`config.mk`:
```
export PLATFORM = sky130hd
export DESIGN_NAME = cpif_token_link
export DESIGN_NICKNAME = d
export VERILOG_FILES = /design/src/rtl/cpif_pkg.sv /design/src/rtl/cpif_tok_fifo.sv /design/src/rtl/cpif_cls_decode.sv /design/src/rtl/cpif_exec_stage.sv /design/src/rtl/cpif_token_link.sv
export SDC_FILE = /design/constraint.sdc
export NUM_CORES = 2
export LEC_CHECK = 0
export CAP_MARGIN = 20
export CORE_ASPECT_RATIO = 0.9
export CORE_MARGIN = 2
export CORE_UTILIZATION = 41
export DETAILED_ROUTE_END_ITERATION = 12
export DONT_BUFFER_PORTS = 1
export HOLD_SLACK_MARGIN = 0.02
export PLACE_DENSITY_LB_ADDON = 0.1
export SYNTH_ARGS = -nofsm -noshare
export SYNTH_HDL_FRONTEND = slang
export SYNTH_SLANG_ARGS = --single-unit
```
`constraint.sdc`:
```
create_clock -name clk -period 3.5 [get_ports clk]
set_input_delay 0.175 -clock clk [delete_from_list [all_inputs] [get_ports clk]]
set_output_delay 0.175 -clock clk [all_outputs]
set_load 0.05 [all_outputs]
```
`src/rtl/cpif_pkg.sv`:
```
package cpif_pkg;
    localparam int CLS_W = 3;
    localparam int TAG_W = 4;
    localparam int CNT_W = 4;
    localparam int REG_W = 4;
    localparam int NREG  = 1 << REG_W;

    typedef enum logic [CLS_W-1:0] {
        OP_PROC = 3'd0,
        OP_RD1  = 3'd1,
        OP_WR1  = 3'd2,
        OP_RD2  = 3'd3,
        OP_WR2  = 3'd4,
        OP_STV  = 3'd5,
        OP_LDV  = 3'd6,
        OP_RSV  = 3'd7
    } op_cls_e;

    typedef struct packed {
        op_cls_e            cls;
        logic [TAG_W-1:0]   tag;
        logic [CNT_W-1:0]   cnt;
        logic [REG_W-1:0]   base;
    } tok_t;

    typedef struct packed {
        logic [TAG_W-1:0]   tag;
        logic               undef;
    } rsp_t;

    typedef enum logic [1:0] {
        EX_IDLE = 2'd0,
        EX_BEAT = 2'd1,
        EX_DONE = 2'd2
    } ex_st_e;
endpackage

```
`src/rtl/cpif_tok_fifo.sv`:
```
module cpif_tok_fifo #(
    parameter int W     = 8,
    parameter int DEPTH = 4,
    localparam int PW   = (DEPTH > 1) ? $clog2(DEPTH) : 1,
    localparam int CW   = $clog2(DEPTH + 1)
) (
    input  logic          clk,
    input  logic          rst_n,
    input  logic          push,
    input  logic [W-1:0]  din,
    input  logic          pop,
    output logic [W-1:0]  dout,
    output logic          full,
    output logic          empty,
    output logic [CW-1:0] count
);
    typedef struct packed {
        logic [DEPTH-1:0][W-1:0] mem;
        logic [PW-1:0]           wr;
        logic [PW-1:0]           rd;
        logic [CW-1:0]           cnt;
    } fifo_st_t;

    fifo_st_t q, d;
    logic do_push, do_pop;

    function automatic logic [PW-1:0] ptr_next(input logic [PW-1:0] p);
        return (p == PW'(DEPTH - 1)) ? '0 : p + 1'b1;
    endfunction

    assign full  = (q.cnt == CW'(DEPTH));
    assign empty = (q.cnt == '0);
    assign count = q.cnt;
    assign dout  = q.mem[q.rd];

    always_comb begin
        d       = q;
        do_push = push && !full;
        do_pop  = pop && !empty;
        if (do_push) begin
            d.mem[q.wr] = din;
            d.wr        = ptr_next(q.wr);
        end
        if (do_pop) begin
            d.rd = ptr_next(q.rd);
        end
        case ({do_push, do_pop})
            2'b10:   d.cnt = q.cnt + 1'b1;
            2'b01:   d.cnt = q.cnt - 1'b1;
            default: d.cnt = q.cnt;
        endcase
    end

    always_ff @(posedge clk) begin
        if (!rst_n) q <= '0;
        else        q <= d;
    end
endmodule

```
`src/rtl/cpif_cls_decode.sv`:
```
module cpif_cls_decode
    import cpif_pkg::*;
#(
    parameter logic [(1<<CLS_W)-1:0] SUPPORT = 8'h7D
) (
    input  op_cls_e          cls,
    input  logic [CNT_W-1:0] cnt,
    output logic             reject,
    output logic             dir_out,
    output logic [CNT_W:0]   nbeats
);
    always_comb begin
        reject  = !SUPPORT[cls];
        dir_out = 1'b0;
        nbeats  = '0;
        case (cls)
            OP_RD1: begin dir_out = 1'b1; nbeats = (CNT_W+1)'(1); end
            OP_WR1: begin dir_out = 1'b0; nbeats = (CNT_W+1)'(1); end
            OP_RD2: begin dir_out = 1'b1; nbeats = (CNT_W+1)'(2); end
            OP_WR2: begin dir_out = 1'b0; nbeats = (CNT_W+1)'(2); end
            OP_STV: begin dir_out = 1'b1; nbeats = {1'b0, cnt} + 1'b1; end
            OP_LDV: begin dir_out = 1'b0; nbeats = {1'b0, cnt} + 1'b1; end
            default: begin dir_out = 1'b0; nbeats = '0; end
        endcase
        if (reject) nbeats = '0;
    end
endmodule

```
`src/rtl/cpif_exec_stage.sv`:
```
module cpif_exec_stage
    import cpif_pkg::*;
#(
    parameter int DATA_W = 32
) (
    input  logic              clk,
    input  logic              rst_n,
    input  logic              tok_avail,
    input  tok_t              tok,
    input  logic              dec_reject,
    input  logic              dec_out,
    input  logic [CNT_W:0]    dec_nbeats,
    output logic              tok_pop,
    input  logic              rsp_full,
    output logic              rsp_push,
    output rsp_t              rsp,
    output logic              bt_valid,
    output logic              bt_out,
    output logic              bt_last,
    output logic [DATA_W-1:0] bt_data,
    input  logic [DATA_W-1:0] bt_wdata,
    output logic              err_tag,
    output logic              cur_reject
);
    typedef struct packed {
        ex_st_e                        st;
        logic [CNT_W-1:0]              idx;
        logic [CNT_W-1:0]              last;
        logic [REG_W-1:0]              base;
        logic                          out;
        logic                          rej;
        logic [TAG_W-1:0]              tag;
        logic [TAG_W-1:0]              exp_tag;
        logic                          err;
        logic [NREG-1:0][DATA_W-1:0]   regs;
    } ex_t;

    ex_t q, d;
    logic [REG_W-1:0] widx;

    assign widx       = q.base + REG_W'(q.idx);
    assign bt_valid   = (q.st == EX_BEAT);
    assign bt_out     = q.out;
    assign bt_last    = bt_valid && (q.idx == q.last);
    assign bt_data    = q.regs[widx];
    assign rsp        = '{tag: q.tag, undef: q.rej};
    assign err_tag    = q.err;
    assign cur_reject = q.rej;

    always_comb begin
        d        = q;
        d.err    = 1'b0;
        tok_pop  = 1'b0;
        rsp_push = 1'b0;
        case (q.st)
            EX_IDLE: begin
                if (tok_avail) begin
                    tok_pop   = 1'b1;
                    d.tag     = tok.tag;
                    d.base    = tok.base;
                    d.out     = dec_out;
                    d.rej     = dec_reject;
                    d.idx     = '0;
                    d.last    = CNT_W'(dec_nbeats - 1'b1);
                    d.err     = (tok.tag != q.exp_tag);
                    d.exp_tag = q.exp_tag + 1'b1;
                    d.st      = (dec_nbeats == '0) ? EX_DONE : EX_BEAT;
                end
            end
            EX_BEAT: begin
                if (!q.out) d.regs[widx] = bt_wdata;
                if (q.idx == q.last) d.st  = EX_DONE;
                else                 d.idx = q.idx + 1'b1;
            end
            EX_DONE: begin
                if (!rsp_full) begin
                    rsp_push = 1'b1;
                    d.st     = EX_IDLE;
                end
            end
            default: d.st = EX_IDLE;
        endcase
    end

    always_ff @(posedge clk) begin
        if (!rst_n) q <= '0;
        else        q <= d;
    end
endmodule

```
`src/rtl/cpif_token_link.sv`:
```
module cpif_token_link
    import cpif_pkg::*;
#(
    parameter int                    DATA_W  = 32,
    parameter int                    DEPTH   = 4,
    parameter logic [(1<<CLS_W)-1:0] SUPPORT = 8'h7D,
    localparam int                   CW      = $clog2(DEPTH + 1)
) (
    input  logic              clk,
    input  logic              rst_n,
    input  logic              iss_valid,
    output logic              iss_ready,
    input  logic [CLS_W-1:0]  iss_cls,
    input  logic [TAG_W-1:0]  iss_tag,
    input  logic [CNT_W-1:0]  iss_cnt,
    input  logic [REG_W-1:0]  iss_base,
    output logic              bt_valid,
    output logic              bt_out,
    output logic              bt_last,
    output logic [DATA_W-1:0] bt_data,
    input  logic [DATA_W-1:0] bt_wdata,
    output logic              ret_valid,
    input  logic              ret_ready,
    output logic [TAG_W-1:0]  ret_tag,
    output logic              ret_undef,
    output logic              err_tag
);
    localparam int TW = $bits(tok_t);
    localparam int RW = $bits(rsp_t);

    tok_t            tok_in, tok_head;
    logic [TW-1:0]   qa_dout;
    logic            qa_full, qa_empty, tok_pop;
    logic [CW-1:0]   qa_cnt;
    rsp_t            rsp_in, rsp_head;
    logic [RW-1:0]   qr_dout;
    logic            qr_full, qr_empty, rsp_push;
    logic [CW-1:0]   qr_cnt;
    logic            dec_reject, dec_out, ex_reject;
    logic [CNT_W:0]  dec_nbeats;

    assign tok_in    = '{cls: op_cls_e'(iss_cls), tag: iss_tag, cnt: iss_cnt, base: iss_base};
    assign tok_head  = tok_t'(qa_dout);
    assign rsp_head  = rsp_t'(qr_dout);
    assign iss_ready = !qa_full;
    assign ret_valid = !qr_empty;
    assign ret_tag   = rsp_head.tag;
    assign ret_undef = rsp_head.undef;

    cpif_tok_fifo #(.W(TW), .DEPTH(DEPTH)) issue_q_i (
        .clk(clk), .rst_n(rst_n),
        .push(iss_valid), .din(tok_in),
        .pop(tok_pop), .dout(qa_dout),
        .full(qa_full), .empty(qa_empty), .count(qa_cnt)
    );

    cpif_cls_decode #(.SUPPORT(SUPPORT)) decode_i (
        .cls(tok_head.cls), .cnt(tok_head.cnt),
        .reject(dec_reject), .dir_out(dec_out), .nbeats(dec_nbeats)
    );

    cpif_exec_stage #(.DATA_W(DATA_W)) exec_i (
        .clk(clk), .rst_n(rst_n),
        .tok_avail(!qa_empty), .tok(tok_head),
        .dec_reject(dec_reject), .dec_out(dec_out), .dec_nbeats(dec_nbeats),
        .tok_pop(tok_pop),
        .rsp_full(qr_full), .rsp_push(rsp_push), .rsp(rsp_in),
        .bt_valid(bt_valid), .bt_out(bt_out), .bt_last(bt_last),
        .bt_data(bt_data), .bt_wdata(bt_wdata),
        .err_tag(err_tag), .cur_reject(ex_reject)
    );

    cpif_tok_fifo #(.W(RW), .DEPTH(DEPTH)) resp_q_i (
        .clk(clk), .rst_n(rst_n),
        .push(rsp_push), .din(rsp_in),
        .pop(ret_valid && ret_ready), .dout(qr_dout),
        .full(qr_full), .empty(qr_empty), .count(qr_cnt)
    );
endmodule

```
==> impl_metrics.env <==
export IMPL_status="complete, but fails checks"
export IMPL_violations="slew limit, setup timing"
export IMPL_worstSetupEndpointType="primary output"
export IMPL_maxCapViolCount=0
export IMPL_clock_sinks=631
export IMPL_post_route_min_period_ps=3544
export IMPL_synthAdderAreaFrac_pct=1.063
export IMPL_synthArstFlopShare_pct=0
export IMPL_grt_antenna_before_repair=16
export IMPL_cp_required_ps=3320
export IMPL_use_met2_pct=44.61
export IMPL_r2r_end="exec_i.q[377]$_SDFFE_PN0P_"
export IMPL_cp_num_cells=9
export IMPL_hold_start="rst_n"
export IMPL_finalCritPeriodShare_pct=101.3
export IMPL_start_util_pct=41.58
export IMPL_finalSetupViolCount=10
export IMPL_track_usage_pct=27.16
export IMPL_crit_chain="ha_4 -> fa_4 -> buf_12 -> buf_12 -> mux4_2 -> nand2_1 -> and3_1 -> a31oi_1 -> buf_4"
export IMPL_die_x_um=285.3
export IMPL_synth_edf_count=0
export IMPL_drt_pass1_iterations=5
export IMPL_die_h_um=257.2
export IMPL_synth_compound_area_share_pct=17.24
export IMPL_ys_ff_latch=631
export IMPL_ant_nets=0
export IMPL_top_usage_layer="met2"
export IMPL_yosys_mux_area_fraction_pct=11.45
export IMPL_gp_congestion=0.7960
export IMPL_hp_class="primary input to flip-flop"
export IMPL_grt_pass1_wl_mm=154.4
export IMPL_wl_per_cell_um=21.73
export IMPL_dieArea_sq_mm=0.07336
export IMPL_leakage_nw=13.31
export IMPL_core_area_sq_mm=0.07022
export IMPL_r2r_start="exec_i.q[531]$_SDFFE_PN0P_"
export IMPL_synthToLayoutAreaGrowth_pct=26.94
export IMPL_cp_start_kind="flip-flop"
export IMPL_ys_types=46
export IMPL_nFillCells=6478
export IMPL_clk_insertion_delay_late_ps=620
export IMPL_hold_viol=0
export IMPL_ir_drop_mv=0.3794
export IMPL_critPathMaxFanout=6
export IMPL_report_final_slew_viol_count=221
export IMPL_worst_pin_slew_ps=1985
export IMPL_ios=94
export IMPL_met1_usage_pct=36.50
export IMPL_rr_worst_depth=10
export IMPL_yosys_area_top_type="dfxtp_1"
export IMPL_netlist_area_sq_mm=0.02919
export IMPL_yosys_warnings=0
export IMPL_numPortBuffers=0
export IMPL_ys_seq_area_share_pct=43.27
export IMPL_setup_tns_ps=-171.2
export IMPL_slowest_delay_ps=910
export IMPL_maxSlewHeadroom_pct=-32.34
export IMPL_cp_endpoint="bt_data[12]"
export IMPL_critPathLaunch="exec_i.q[531]$_SDFFE_PN0P_"
export IMPL_crit_top_cell="buf_12"
export IMPL_skew_ps=16.53
export IMPL_power_density_mw_per_mm2=506.6
export IMPL_rsz0062_at_grt="yes"
export IMPL_worst_slack_ps=-44.00
export IMPL_cp_buffers_inverters=3
export IMPL_ys_flop_type="dfxtp_1"
export IMPL_grt_overflow_total=0
export IMPL_grt_max_degree=349
export IMPL_yosys_area_share_simple_pct=20.58
export IMPL_drtIter0Drc=2009
export IMPL_drc=0
export IMPL_tritoncts="built"
export IMPL_cpMaxStageDelayCell="fa_4"
export IMPL_layout_common_cells="nand2_1 (1275), dfxtp_1 (629), dlygate4sd3_1 (396), a21boi_0 (306), a21boi_1 (287)"
export IMPL_dpl_hpwl_mm=55.83
export IMPL_avgSynthCellArea_sq_um=8.743
export IMPL_synthCells=3339
export IMPL_finalPower_mw=18.78
export IMPL_synth_nets=3413
export IMPL_drt_total_wl_mm=100.4
export IMPL_synth_top_family_by_area="simple AND/OR/NAND/NOR gates"
export IMPL_worstPathArrival_ps=3370
export IMPL_path_delay_family="adder cells"
export IMPL_r2r_slack_ps=60
export IMPL_grt_use_met3_pct=4.583
export IMPL_cts_buffers=71
export IMPL_pre_cts_ws_ps=294.7
export IMPL_vias_per_cell=5.532
export IMPL_layout_drive_gt1_share_pct=13.41
export IMPL_num_rows=92
export IMPL_clock_fmax_mhz=282.2
export IMPL_cts_htree_levels=3
export IMPL_final_common_cell="nand2_1"
export IMPL_whs_path_depth=3
export IMPL_cts_root_buffer="clkbuf_16"
export IMPL_clk_pin_slew_ps=60
export IMPL_grt_pass1_vias=25335
export IMPL_dp_cells=4076
export IMPL_vias=25562
export IMPL_final_cell_count_no_fill=4621
export IMPL_netlist_area_leader_share_pct=43.27
export IMPL_finalNetCount=3705
export IMPL_critPathKind="flip-flop to primary output"
export IMPL_clockBufferDepth=3
export IMPL_synth_area_leaders="dfxtp_1 (43%), nand2_1 (16%), mux4_2 (11%)"
export IMPL_synthXorXnorAreaFrac_pct=0.7800
-- worst register-to-register path, cell delays in order, from the launching register on --
cell and delay (ps):
dfxtp_4 350, ha_4 150, fa_4 910, buf_6 210, nand2_1 170, buf_4 220
or3_1 340, buf_4 250, nand2_1 130, a21boi_2 50, dlygate4sd3_1 560
-- power by group --
part	total, mW	leakage (nW)	switching (mW)	internal, mW
Combinational	3.87	7.12	2.27	1.60
Sequential	7.57	5.09	0.197	7.38
Clock	7.33	1.10	3.07	4.26
-- cells in the mapped netlist (17+ instances only) --
cell type / n
and3_1: 41
ha_1: 20
nand2_1: 1283
dfxtp_1: 631
nand3_1: 94
inv_1: 18
buf_2: 148
a21boi_0: 306
a31oi_1: 32
clkbuf_1: 153
mux4_2: 148
a21boi_2: 17
a21boi_1: 287
-- routing by layer --
layer | vias up | wire length [um]
li1 | 11728 | -
met3 | 206 | 6412
met2 | 854 | 47470
met5 | - | 38
met4 | 6 | 2847
met1 | 12768 | 43650
-- worst min-delay path by stage --
| stage | endpoint |
|---|---|
| after floorplan | issue_q_i.q[10]$_SDFFE_PN0P_ |
| after global placement | exec_i.q[454]$_SDFFE_PN0P_ |
| after detailed placement | exec_i.q[343]$_SDFFE_PN0P_ |
| after CTS | exec_i.q[516]$_SDFFE_PN0P_ |
| after global routing | exec_i.q[515]$_SDFFE_PN0P_ |
| final | exec_i.err_tag$_SDFF_PP0_ |
-- area by class of cell --
cell class,count,area [sq um],share of cell area (%)
Antenna cell,5,12.51,0.03376
Clock buffer,105,2127,5.739
Clock inverter,13,110.1,0.2971
Inverter,18,67.56,0.1823
Multi-Input combinational cell,2359,15320,41.34
Sequential cell,631,12640,34.10
Tap cell,940,1176,3.174
Timing Repair Buffer,550,5609,15.14
-- sequential cells by signal (all words and copies together) (netlist names) --
signal and count:
issue_q_i.q 64, exec_i.bt_out 1, resp_q_i.count 3, exec_i.err_tag 1, resp_q_i.q 24, exec_i.q 530
exec_i.rsp 4, exec_i.cur_reject 1, issue_q_i.count 3
-- logic make-up after synthesis --
group | after synthesis
AND/OR/NAND/NOR | 1488
AO/OA/AOI/OAI | 673
flip-flops | 631
buffers and inverters | 349
multiplexers | 149
XOR/XNOR | 26
adder cells (fa/ha/maj) | 23
-- per-stage QoR --
stage	util, %	hold WS (ps)	instance area (sq um)
5_1_grt	52.78	220.8	37060
3_3_place_gp	42.95	311.9	30160
6_report	52.78	202.8	37060
3_5_place_dp	42.95	318.3	30160
2_1_floorplan	-	331.1	29190
4_1_cts	52.48	199.2	36850
-- repair_timing --
action / in CTS / in global routing
setup buffers: 19 / 2
resized for setup: 45 / 33
endpoints found under the setup margin: 32 / 231
hold buffers: 397 / 0
gates cloned: 3 / 1
pin swaps: 7 / 5
endpoints found under the hold margin: 631 / 0
Power figures use the tool's default switching activity.
